## src/rtl/ooo_pkg.sv

```systemverilog
package ooo_pkg;

  typedef enum logic [1:0] {
    OP_ADD = 2'd0,
    OP_SUB = 2'd1,
    OP_MUL = 2'd2,
    OP_DIV = 2'd3
  } op_e;

  localparam int NCLS = 3;

  // class 0: add/sub, class 1: multiply, class 2: divide
  function automatic logic [1:0] op_class(op_e op);
    case (op)
      OP_MUL:  return 2'd1;
      OP_DIV:  return 2'd2;
      default: return 2'd0;
    endcase
  endfunction

endpackage

```

## src/rtl/ooo_exec_unit.sv

```systemverilog
module ooo_exec_unit import ooo_pkg::*; #(
  parameter int DW   = 16,
  parameter int KIND = 0
) (
  input  op_e           op_i,
  input  logic [DW-1:0] a_i,
  input  logic [DW-1:0] b_i,
  output logic [DW-1:0] res_o
);

  generate
    if (KIND == 0) begin : g_addsub
      always_comb res_o = (op_i == OP_SUB) ? (a_i - b_i) : (a_i + b_i);
    end else if (KIND == 1) begin : g_mul
      always_comb res_o = (op_i == OP_MUL) ? (a_i * b_i) : '0;
    end else begin : g_div
      always_comb begin
        if (op_i != OP_DIV)   res_o = '0;
        else if (b_i == '0)   res_o = '1;
        else                  res_o = a_i / b_i;
      end
    end
  endgenerate

endmodule

```

## src/rtl/ooo_rs_bank.sv

```systemverilog
module ooo_rs_bank import ooo_pkg::*; #(
  parameter  int DW   = 16,
  parameter  int RPC  = 4,
  parameter  int TW   = 4,
  parameter  int SEQW = 6,
  parameter  int RW   = 3,
  parameter  int LAT  = 2,
  parameter  int KIND = 0,
  localparam int IW   = (RPC > 1) ? $clog2(RPC) : 1,
  localparam int CNTW = $clog2(LAT + 1)
) (
  input  logic                       clk,
  input  logic                       rst_n,
  input  logic                       alloc_i,
  input  op_e                        alloc_op_i,
  input  logic [RW-1:0]              alloc_dst_i,
  input  logic [SEQW-1:0]            alloc_seq_i,
  input  logic                       a_rdy_i,
  input  logic [TW-1:0]              a_tag_i,
  input  logic [DW-1:0]              a_val_i,
  input  logic                       b_rdy_i,
  input  logic [TW-1:0]              b_tag_i,
  input  logic [DW-1:0]              b_val_i,
  input  logic                       bus_valid_i,
  input  logic [TW-1:0]              bus_tag_i,
  input  logic [DW-1:0]              bus_val_i,
  input  logic [RPC-1:0]             grant_i,
  output logic                       free_o,
  output logic [IW-1:0]              free_idx_o,
  output logic [RPC-1:0]             busy_o,
  output logic [RPC-1:0]             req_o,
  output logic [RPC-1:0][SEQW-1:0]   seq_o,
  output logic [DW-1:0]              res_o,
  output logic [RW-1:0]              res_dst_o
);

  logic [RPC-1:0]            busy_q, pa_q, pb_q;
  logic [RPC-1:0][TW-1:0]    ta_q, tb_q;
  logic [RPC-1:0][DW-1:0]    va_q, vb_q;
  logic [RPC-1:0][RW-1:0]    dst_q;
  logic [RPC-1:0][SEQW-1:0]  seq_q;
  logic [RPC-1:0][CNTW-1:0]  cnt_q;
  op_e                       op_q [RPC];

  // lowest-numbered free station takes the next allocation
  always_comb begin
    free_o     = 1'b0;
    free_idx_o = '0;
    for (int i = RPC - 1; i >= 0; i--) begin
      if (!busy_q[i]) begin
        free_o     = 1'b1;
        free_idx_o = IW'(i);
      end
    end
  end

  generate
    for (genvar i = 0; i < RPC; i++) begin : g_st
      always_ff @(posedge clk) begin
        if (!rst_n) begin
          busy_q[i] <= 1'b0;
          pa_q[i]   <= 1'b0;
          pb_q[i]   <= 1'b0;
          ta_q[i]   <= '0;
          tb_q[i]   <= '0;
          va_q[i]   <= '0;
          vb_q[i]   <= '0;
          dst_q[i]  <= '0;
          seq_q[i]  <= '0;
          cnt_q[i]  <= '0;
          op_q[i]   <= OP_ADD;
        end else if (alloc_i && (free_idx_o == IW'(i))) begin
          busy_q[i] <= 1'b1;
          op_q[i]   <= alloc_op_i;
          dst_q[i]  <= alloc_dst_i;
          seq_q[i]  <= alloc_seq_i;
          pa_q[i]   <= !a_rdy_i;
          ta_q[i]   <= a_tag_i;
          va_q[i]   <= a_val_i;
          pb_q[i]   <= !b_rdy_i;
          tb_q[i]   <= b_tag_i;
          vb_q[i]   <= b_val_i;
          cnt_q[i]  <= '0;
        end else if (busy_q[i]) begin
          if (grant_i[i]) begin
            busy_q[i] <= 1'b0;
          end else begin
            if (pa_q[i] && bus_valid_i && (bus_tag_i == ta_q[i])) begin
              pa_q[i] <= 1'b0;
              va_q[i] <= bus_val_i;
            end
            if (pb_q[i] && bus_valid_i && (bus_tag_i == tb_q[i])) begin
              pb_q[i] <= 1'b0;
              vb_q[i] <= bus_val_i;
            end
            // execution advances only once both operands are held
            if (!pa_q[i] && !pb_q[i] && (cnt_q[i] != CNTW'(LAT)))
              cnt_q[i] <= cnt_q[i] + 1'b1;
          end
        end
      end

      assign req_o[i] = busy_q[i] && (cnt_q[i] == CNTW'(LAT));
      assign seq_o[i] = seq_q[i];
    end
  endgenerate

  assign busy_o = busy_q;

  op_e            sel_op;
  logic [DW-1:0]  sel_a, sel_b, alu_res;
  logic [RW-1:0]  sel_dst;

  always_comb begin
    sel_op  = OP_ADD;
    sel_a   = '0;
    sel_b   = '0;
    sel_dst = '0;
    for (int i = 0; i < RPC; i++) begin
      if (grant_i[i]) begin
        sel_op  = op_q[i];
        sel_a   = va_q[i];
        sel_b   = vb_q[i];
        sel_dst = dst_q[i];
      end
    end
  end

  ooo_exec_unit #(.DW(DW), .KIND(KIND)) u_exec (
    .op_i  (sel_op),
    .a_i   (sel_a),
    .b_i   (sel_b),
    .res_o (alu_res)
  );

  assign res_o     = (|grant_i) ? alu_res : '0;
  assign res_dst_o = (|grant_i) ? sel_dst : '0;

endmodule

```

## src/rtl/ooo_cdb_arb.sv

```systemverilog
module ooo_cdb_arb #(
  parameter int N  = 12,
  parameter int SW = 6
) (
  input  logic [N-1:0]          req_i,
  input  logic [N-1:0][SW-1:0]  seq_i,
  output logic [N-1:0]          grant_o
);

  // modular age compare: a issued before b when (a - b) is negative
  function automatic logic is_older(logic [SW-1:0] a, logic [SW-1:0] b);
    logic [SW-1:0] d;
    d = a - b;
    return d[SW-1];
  endfunction

  logic          found;
  int            best;
  logic [SW-1:0] best_seq;

  always_comb begin
    found    = 1'b0;
    best     = 0;
    best_seq = '0;
    for (int i = 0; i < N; i++) begin
      if (req_i[i] && (!found || is_older(seq_i[i], best_seq))) begin
        found    = 1'b1;
        best     = i;
        best_seq = seq_i[i];
      end
    end
    grant_o = '0;
    if (found) grant_o[best] = 1'b1;
  end

endmodule

```

## src/rtl/ooo_sched_core.sv

```systemverilog
module ooo_sched_core import ooo_pkg::*; #(
  parameter  int DW           = 16,
  parameter  int NREG         = 8,
  parameter  int RS_PER_CLASS = 4,
  parameter  int LAT_ADD      = 2,
  parameter  int LAT_MUL      = 6,
  parameter  int LAT_DIV      = 12,
  parameter  int SEQW         = 6,
  localparam int RW           = $clog2(NREG),
  localparam int NST          = NCLS * RS_PER_CLASS,
  localparam int TW           = $clog2(NST),
  localparam int IW           = (RS_PER_CLASS > 1) ? $clog2(RS_PER_CLASS) : 1
) (
  input  logic           clk,
  input  logic           rst_n,
  input  logic           iss_valid,
  output logic           iss_ready,
  input  logic [1:0]     iss_op,
  input  logic [RW-1:0]  iss_dst,
  input  logic [RW-1:0]  iss_src_a,
  input  logic [RW-1:0]  iss_src_b,
  output logic           cmp_valid,
  output logic [TW-1:0]  cmp_tag,
  output logic [RW-1:0]  cmp_dst,
  output logic [DW-1:0]  cmp_value,
  input  logic [RW-1:0]  dbg_addr,
  output logic [DW-1:0]  dbg_data
);

  // architectural state and rename table
  logic [NREG-1:0][DW-1:0] rf_q;
  logic [NREG-1:0]         pend_q;
  logic [NREG-1:0][TW-1:0] ptag_q;
  logic [SEQW-1:0]         seq_q;

  // per-class bank signals
  logic [NCLS-1:0]                          bk_free;
  logic [NCLS-1:0][IW-1:0]                  bk_idx;
  logic [NCLS-1:0][RS_PER_CLASS-1:0]        bk_busy, bk_req, bk_grant;
  logic [NCLS-1:0][RS_PER_CLASS-1:0][SEQW-1:0] bk_seq;
  logic [NCLS-1:0][DW-1:0]                  bk_res;
  logic [NCLS-1:0][RW-1:0]                  bk_dst;

  logic [NST-1:0]           all_busy, all_req, all_grant;
  logic [NST-1:0][SEQW-1:0] all_seq;

  assign all_busy  = bk_busy;
  assign all_req   = bk_req;
  assign all_seq   = bk_seq;
  assign bk_grant  = all_grant;

  // result bus
  logic           bus_valid;
  logic [TW-1:0]  bus_tag;
  logic [DW-1:0]  bus_val;
  logic [RW-1:0]  bus_dst;

  always_comb begin
    bus_tag = '0;
    for (int i = 0; i < NST; i++)
      if (all_grant[i]) bus_tag = TW'(i);
    bus_val = '0;
    bus_dst = '0;
    for (int c = 0; c < NCLS; c++) begin
      bus_val = bus_val | bk_res[c];
      bus_dst = bus_dst | bk_dst[c];
    end
  end
  assign bus_valid = |all_grant;

  // issue decode
  op_e        dec_op;
  logic [1:0] dec_cls;
  logic       iss_fire;
  logic [TW-1:0] new_tag;

  assign dec_op    = op_e'(iss_op);
  assign dec_cls   = op_class(dec_op);
  assign iss_ready = bk_free[dec_cls];
  assign iss_fire  = iss_valid && iss_ready;
  assign new_tag   = TW'(dec_cls) * TW'(RS_PER_CLASS) + TW'(bk_idx[dec_cls]);

  // source lookup with same-cycle bus bypass
  logic          a_rdy, b_rdy;
  logic [TW-1:0] a_tag, b_tag;
  logic [DW-1:0] a_val, b_val;

  always_comb begin
    a_tag = ptag_q[iss_src_a];
    if (!pend_q[iss_src_a]) begin
      a_rdy = 1'b1;
      a_val = rf_q[iss_src_a];
    end else if (bus_valid && (bus_tag == ptag_q[iss_src_a])) begin
      a_rdy = 1'b1;
      a_val = bus_val;
    end else begin
      a_rdy = 1'b0;
      a_val = '0;
    end
    b_tag = ptag_q[iss_src_b];
    if (!pend_q[iss_src_b]) begin
      b_rdy = 1'b1;
      b_val = rf_q[iss_src_b];
    end else if (bus_valid && (bus_tag == ptag_q[iss_src_b])) begin
      b_rdy = 1'b1;
      b_val = bus_val;
    end else begin
      b_rdy = 1'b0;
      b_val = '0;
    end
  end

  generate
    for (genvar c = 0; c < NCLS; c++) begin : g_bank
      localparam int LAT_C = (c == 0) ? LAT_ADD : ((c == 1) ? LAT_MUL : LAT_DIV);
      ooo_rs_bank #(
        .DW(DW), .RPC(RS_PER_CLASS), .TW(TW), .SEQW(SEQW),
        .RW(RW), .LAT(LAT_C), .KIND(c)
      ) u_bank (
        .clk         (clk),
        .rst_n       (rst_n),
        .alloc_i     (iss_fire && (dec_cls == 2'(c))),
        .alloc_op_i  (dec_op),
        .alloc_dst_i (iss_dst),
        .alloc_seq_i (seq_q),
        .a_rdy_i     (a_rdy),
        .a_tag_i     (a_tag),
        .a_val_i     (a_val),
        .b_rdy_i     (b_rdy),
        .b_tag_i     (b_tag),
        .b_val_i     (b_val),
        .bus_valid_i (bus_valid),
        .bus_tag_i   (bus_tag),
        .bus_val_i   (bus_val),
        .grant_i     (bk_grant[c]),
        .free_o      (bk_free[c]),
        .free_idx_o  (bk_idx[c]),
        .busy_o      (bk_busy[c]),
        .req_o       (bk_req[c]),
        .seq_o       (bk_seq[c]),
        .res_o       (bk_res[c]),
        .res_dst_o   (bk_dst[c])
      );
    end
  endgenerate

  ooo_cdb_arb #(.N(NST), .SW(SEQW)) u_arb (
    .req_i   (all_req),
    .seq_i   (all_seq),
    .grant_o (all_grant)
  );

  // register file and status table
  always_ff @(posedge clk) begin
    if (!rst_n) begin
      for (int r = 0; r < NREG; r++) begin
        rf_q[r]   <= DW'(r);
        pend_q[r] <= 1'b0;
        ptag_q[r] <= '0;
      end
      seq_q <= '0;
    end else begin
      for (int r = 0; r < NREG; r++) begin
        if (bus_valid && pend_q[r] && (ptag_q[r] == bus_tag)) begin
          rf_q[r]   <= bus_val;
          pend_q[r] <= 1'b0;
        end
        if (iss_fire && (iss_dst == RW'(r))) begin
          pend_q[r] <= 1'b1;
          ptag_q[r] <= new_tag;
        end
      end
      if (iss_fire) seq_q <= seq_q + 1'b1;
    end
  end

  assign cmp_valid = bus_valid;
  assign cmp_tag   = bus_tag;
  assign cmp_dst   = bus_dst;
  assign cmp_value = bus_val;
  assign dbg_data  = rf_q[dbg_addr];

endmodule

```

## config.mk

```make
export PLATFORM = sky130hd
export DESIGN_NAME = ooo_sched_core
export DESIGN_NICKNAME = d
export VERILOG_FILES = /design/src/rtl/ooo_pkg.sv /design/src/rtl/ooo_exec_unit.sv /design/src/rtl/ooo_rs_bank.sv /design/src/rtl/ooo_cdb_arb.sv /design/src/rtl/ooo_sched_core.sv
export SDC_FILE = /design/constraint.sdc
export NUM_CORES = 2
export LEC_CHECK = 0
export BUFFER_PORTS_ARGS = -buffer_cell sky130_fd_sc_hd__buf_4
export CORE_ASPECT_RATIO = 0.5
export CORE_MARGIN = 2
export CORE_UTILIZATION = 25
export DETAILED_ROUTE_END_ITERATION = 7
export GPL_TIMING_DRIVEN = 1
export SLEW_MARGIN = 40
export SYNTH_ARGS = -nofsm -noshare
export SYNTH_HDL_FRONTEND = slang
export SYNTH_SLANG_ARGS = --single-unit
```

## constraint.sdc

```tcl
create_clock -name clk -period 143.7 [get_ports clk]
set_clock_uncertainty 0.05 [all_clocks]
set_input_delay 7.185 -clock clk [delete_from_list [all_inputs] [get_ports clk]]
set_output_delay 7.185 -clock clk [all_outputs]
set_load 0.01 [all_outputs]
```

* Word level (Yosys, flattened, before mapping)
Memory sizes are Yosys's and may differ from the RTL's. Cells that the tools add are included. W data, S select, Z words.
Storage, ports and cells: flip-flop bits (word level) 834, RAM bits 24, bits of input ports 17, output and inout port bits 41, logic and storage cells 1043, memories 3
Operators by class: add/subtract/negate cells 27, multiply operators 1, divide/modulo/power cells 1, $lt $le $gt $ge 6, equality and inequality tests 93, mux-type cells 450, bitwise logic cells 29, reduce and logical (&&, ||, !) cells 288
Memories:
- g_bank[0].u_bank.op_q | depth 4, bits a word 2, rd ports 4, clocked after Yosys merged registers in 0, wr ports 4, line ooo_rs_bank.sv:43 | op_e op_q [RPC];
- g_bank[1].u_bank.op_q | depth 4, bits a word 2, rd ports 4, clocked after Yosys merged registers in 0, wr ports 4, line ooo_rs_bank.sv:43
- g_bank[2].u_bank.op_q | depth 4, bits a word 2, rd ports 4, clocked after Yosys merged registers in 0, wr ports 4, line ooo_rs_bank.sv:43
Operator list (count):
- $mux W16 | 134
- $mux W1 | 219
- $bmux W16 S3 | 3
- $logic_and A1 B1 Y1 | 138
- $eq A4 B4 Y1 | 34
- $reduce_and A3 Y1 | 36
- $reduce_bool A2 Y1 | 44
- $mux W2 | 41
- $mux W6 | 11
- $sub A6 B6 Y6 | 11
- $mux W3 | 19
- $mux W4 | 14
- $logic_not A1 Y1 | 37
- $or A16 B16 Y16 | 2
- $eq A2 B2 Y1 const B | 14
- $bmux W4 S3 | 2
- $eq A3 B3 Y1 const B | 8
- $ne A2 B1 Y1 const B | 12
- $reduce_or A2 Y1 | 12
- $add A16 B16 Y16 | 1
- $add A4 B1 Y4 const B | 4
- $div A16 B16 Y16 | 1
- $eq A4 B4 Y1 const B | 4
- $logic_not A16 Y1 | 1
- 30 further kinds | 93

* Depth between registers and ports, before layout
depth after elaboration 69, mapped depth 371, depth with buffers taken out 343

* Cells and area by module
Synthesis repeated with hierarchy kept, for this count alone.
Second synthesis, totals: cells, all modules 7835, area, all modules 62816.5 µm²
Modules (own cells, without submodules):
- ooo_rs_bank at g_bank[2].u_bank | instances 1, cells an instance 1559, area an instance 11964.0 µm², seq. area each 4724.5 µm²
- ooo_rs_bank at g_bank[0].u_bank | instances 1, cells an instance 1532, area an instance 11896.4 µm², seq. area each 4564.4 µm²
- ooo_rs_bank at g_bank[1].u_bank | instances 1, cells an instance 1524, area an instance 11723.7 µm², seq. area each 4644.5 µm²
- ooo_sched_core | instances 1, cells an instance 1045, area an instance 11088.1 µm², seq. area each 3483.3 µm²
- ooo_exec_unit at g_bank[2].u_bank.u_exec | instances 1, cells an instance 968, area an instance 6972.9 µm², seq. area each 0.0 µm²
- ooo_exec_unit at g_bank[1].u_bank.u_exec | instances 1, cells an instance 480, area an instance 4055.1 µm², seq. area each 0.0 µm²
- ooo_cdb_arb | instances 1, cells an instance 579, area an instance 4038.9 µm², seq. area each 0.0 µm²
- ooo_exec_unit at g_bank[0].u_bank.u_exec | instances 1, cells an instance 148, area an instance 1077.3 µm², seq. area each 0.0 µm²

* Worst setup path after synthesis
OpenSTA, ideal clock, no wires.
path kind register to output, start reg g_bank[0].u_bank.cnt_q[0] (netlist name), end out cmp_value[0], arrival 60842 ps, required time 136465 ps, slack 75623 ps, stages on the path, launching flop included 352, buffers on the path 28, path through dfxtp_1 inv_1 ha_1 and2_1 clkbuf_1 nand2_1 ha_1 a21oi_1 o221ai_2 xnor2_1 a21oi_1 clkbuf_1 nand2_1 o21ai_0 inv_1 ha_1 a21oi_1 o21ai_0 [... 316 more ...] o21ai_0 nand2b_1 a21oi_1 nor2b_1 o21ai_0 nand2b_1 a21oi_1 nor2b_1 o21ai_0 nand2b_1 a21oi_1 nor2b_1 o21ai_0 nand2b_1 a21oi_1 a21o_1 o221ai_1 clkbuf_1
On the way: cells in the longest elaborated chain, start to end 61, elaborated cells on any way between the ends 142, classes of those cells 13 x add/sub; 1 x mul; 1 x div; 2 x order compare; 4 x eq/ne; 80 x mux; 2 x bitwise; 39 x reduce/logical
Ends and longest elaborated chain:
- start, declared | line ooo_rs_bank.sv:42 | logic [RPC-1:0][CNTW-1:0] cnt_q;
- start signal, assigned by index | line ooo_rs_bank.sv:98 | cnt_q[i] <= cnt_q[i] + 1'b1;
- $eq A2 B2 Y1 * | line ooo_rs_bank.sv:103 | assign req_o[i] = busy_q[i] && (cnt_q[i] == CNTW'(LAT));
- $logic_and A1 B1 Y1 * | line ooo_rs_bank.sv:103
- $mux W6 or $mux W1 (tied branches) | line ooo_cdb_arb.sv:26 | if (req_i[i] && (!found || is_older(seq_i[i], best_seq))) begin
- $sub A6 B6 Y6 or $logic_not A1 Y1 (tied branches) | line ooo_cdb_arb.sv:13, ooo_cdb_arb.sv:26
- $logic_or A1 B1 Y1 | line ooo_cdb_arb.sv:26
- $logic_and A1 B1 Y1 | line ooo_cdb_arb.sv:26
- $mux W6 or $mux W1 (tied branches) | line ooo_cdb_arb.sv:26
- $sub A6 B6 Y6 or $logic_not A1 Y1 (tied branches) | line ooo_cdb_arb.sv:13, ooo_cdb_arb.sv:26
- [... 42 more ...]
- $demux W1 S4
- $mux W12 * | line ooo_cdb_arb.sv:33 | if (found) grant_o[best] = 1'b1;
- $mux W16 or $mux W2 (tied branches) (4 in series) | line ooo_rs_bank.sv:120 | if (grant_i[i]) begin
- $div A16 B16 Y16 (tied with other cells) | line ooo_exec_unit.sv:20 | else res_o = a_i / b_i;
- $mux W16 (on tied branches) | line ooo_exec_unit.sv:19, ooo_exec_unit.sv:13, ooo_exec_unit.sv:15
- $mux W16 (on tied branches) | line ooo_exec_unit.sv:18, ooo_rs_bank.sv:136
- $mux W16 or $or A16 B16 Y16 (tied branches) | line ooo_rs_bank.sv:136, ooo_sched_core.sv:65
- $or A16 B16 Y16 * | line ooo_sched_core.sv:65 | bus_val = bus_val | bk_res[c];
- end, declared | line ooo_sched_core.sv:25 | output logic [DW-1:0] cmp_value,
Every way passes the cells marked *; elsewhere a longest branch is shown, timed or not.

* Final worst setup path
Ends and elaborated chain as after synthesis.

==> results.yml <==
status:
  status: "finished clean"
place:
  io_buffers: 57
  detailed_place_hpwl_um: 143000
  post-place-ws_ns: 71.03
  gp_congestion: 0.910
timing:
  fmax_mhz: 13.5
  fin_crit_sh_pct: 51.4
  hold_viol_final: 0
  final.setup.tns_ns: 0
  rsz0062_at_grt: "no"
  setup_ws_ns: 69.77
  setup_viol: 0
  whs_ns: 0.415
  min_period_ns: 73.93
  tightest_slew_ns: 0.962
  drv_slew: 0
  slew_headroom_pct: 35.4
setup_path:
  slowest_delay_ns: 0.61
  critPathArrivalTime_ns: 66.69
  critPathMostFrequentCell: "o21a_1"
  crit_path_top_delay_cell: "buf_4"
  startpoint_type: "flip-flop"
  criticalPathCategory: "reg2out"
  crit_path_max_fanout: 53
  cp-end-kind: "primary output"
  cp.required_ns: 136.47
pwr:
  vdd_drop_max_uv: 9.36
  p_leak_nw: 26.2
  power.total_mw: 0.531
  power_density_nw_per_um2: 7.95
logic_synthesis:
  synth_fa_ha_area_share_pct: 8.22
  ys_async_sr_fraction_pct: 0
  synth_area_um2: 59100
  ys_warn_count: 0
  synth_top_area_share_pct: 28.2
  netlist_top_cells_area: "dfxtp_1, nand2_1, ha_1, mux4_2, o211a_1"
  synth_top_family_by_area: "compound AO/OA/AOI/OAI gates"
  synth_cells: 7405
  yosysMostFrequentCell: "nand2_1"
  synth_area_leader_cell: "dfxtp_1"
  synth-xor-area-share_pct: 3.86
  ys.flop_type: "dfxtp_1"
  synth_mux_area_share_pct: 8.21
  synthSimpleGateAreaFrac_pct: 21.1
  ys_seq_area_share_pct: 29.5
  syn_avg_cell_area_um2: 7.98
  synth_cell_types: 120
  ys_seq_elements: 858
  synth-compound-area-share_pct: 23.7
  synthTopCellsByCount: "nand2_1, dfxtp_1, nor2_1"
  synth_edf_count: 24
detailed_routing:
  via_count: 54600
  drt-vias-per-instance: 5.27
  drt_pass1_iterations: 8
  postRouteWirelength_um: 217000
  wl_per_cell_um: 20.9
  drt-initial-drc-count: 6296
  drc_errors: 0
  drtAntennaViolNets: 0
global_routing:
  grt_pass1_vias: 51400
  grt_start_max_net_pins: 195
  antenna_found_initial: 2
  grt_pass1_wl_um: 326000
  overflow: 0
  track_usage_pct: 17.4
clock_tree:
  cts_num_sinks: 858
  cts_buffers: 98
  cts_buffer_depth: 3
  clockRootBuffer: "clkbuf_16"
  cts_setup_buffers: 0
  clk_pin_slew_ns: 0.06
  cts_resized: 0
  cts_tree: "done"
  h-tree-depth: 3
  clk_latency_ns: 0.75
  ctsHoldBuffers: 0
finish:
  fin_util_pct: 28.3
  synthToLayoutAreaGrowth_pct: 12.9
  nets: 7510
  drive_gt1_share_pct: 10.3
  fillers: 25100
floorplanning:
  dieWidth_um: 692
  io_pins: 58
  num_rows: 126
  start_util_pct: 25.1
  die_area_um2: 241000
  die_y_um: 348
  core-area_um2: 236000
run:
  maxCapViolations: 0
min_path:
  hold_path.class: "reg2reg"
==> state kept, by name, indices dropped and copies added (netlist names) <==
register              flops
g_bank.u_bank.vb_q      192
g_bank.u_bank.cnt_q      36
g_bank.u_bank.va_q      192
g_bank.u_bank.seq_o      72
ptag_q                   32
g_bank.u_bank.tb_q       48
g_bank.u_bank.ta_q       48
g_bank.u_bank.busy_o     12
pend_q                    8
g_bank.u_bank.op_q       24
rf_q                    128
g_bank.u_bank.pa_q       12
g_bank.u_bank.dst_q      36
g_bank.u_bank.pb_q       12
seq_q                     6
==> area by class of cell <==
type	count	area (µm²)	share of cell area (%)
antenna	1	2.50	0.00375
clock buffer	143	2910	4.36
clock inverter	32	439	0.658
inverter	243	912	1.37
multi-input combinational	5710	39200	58.7
sequential	858	17400	26.1
tap	3136	3920	5.88
timing repair buffer	242	1970	2.95
==> power breakdown <==
| part | switching (mW) | leakage, nW | internal, mW |
|---|---|---|---|
| clock network | 0.111 | 1.66 | 0.152 |
| logic | 0.0171 | 17.6 | 0.00854 |
| registers | 0.00164 | 6.97 | 0.241 |
==> critical path, delay by kind of cell (launching register included) <==
kind | cells | cell delay [ns]
AO/OA/AOI/OAI | 161 | 32.87
AND/OR/NAND/NOR | 102 | 16.67
adder cells (fa/ha/maj) | 27 | 7.72
multiplexers | 12 | 3.83
buffers and inverters | 28 | 3.57
XOR/XNOR | 5 | 0.88
flip-flops | 1 | 0.32
==> path summary, 6_finish.rpt <==
kind	start	end	slack, ns	cells after the start
min reg2reg	g_bank[2].u_bank.dst_q[10]	g_bank[2].u_bank.dst_q[10]	0.42	2
max	g_bank[0].u_bank.cnt_q[0]	cmp_value[0]	69.77	335
max reg2reg	g_bank[0].u_bank.cnt_q[0]	g_bank[1].u_bank.vb_q[48]	76.90	338
min	g_bank[2].u_bank.dst_q[10]	g_bank[2].u_bank.dst_q[10]	0.42	2
==> stage by stage <==
stage               instance area, µm²  instances
floorplan                        59200       7412
global placement                 63100      10200
detailed placement               63200      10200
CTS                              66600      10400
global route                     66700      10400
finish                           66800      10400
==> cell families (layout without fill, tap and decap cells) <==
logic type / Yosys count / in the layout
XOR/XNOR: 253 / 253
multiplexers: 329 / 329
AND/OR/NAND/NOR: 2796 / 2796
buffers and inverters: 844 / 660
AO/OA/AOI/OAI: 1984 / 1984
flip-flops: 858 / 858
other: 1 / 9
adder cells (fa/ha/maj): 340 / 340
==> layer usage <==
layer	share of wire (%)	routed length (µm)	GRT usage, %	up-vias
met5	0.012	27	0	-
met4	3.7	8040	6.14	4
met3	8.6	18700	3.23	391
met2	44	95500	27.7	2243
met1	44	94800	23.5	26600
li1	-	-	-	25400
==> cell usage in the layout (no fill, tap or decap), drive strengths merged, types with 42 or more instances in the layout <==
master and n:
a22oi 52, a21o 59, nor2b 220, nand3 127
mux4 116, nor2 561, o21a 111, nand4 42
o22ai 47, inv 244, dfxtp 834, ha 259
mux2i 145, nand2b 49, nor3 125, fa 81
buf 242, mux2 68, and2 127, clkbuf 143
xnor2 169, a21oi 399, nand2 1390, xor2 81
a211oi 187, o211a 216, o21ai 360, a21boi 298
Power figures use the tool's default switching activity.
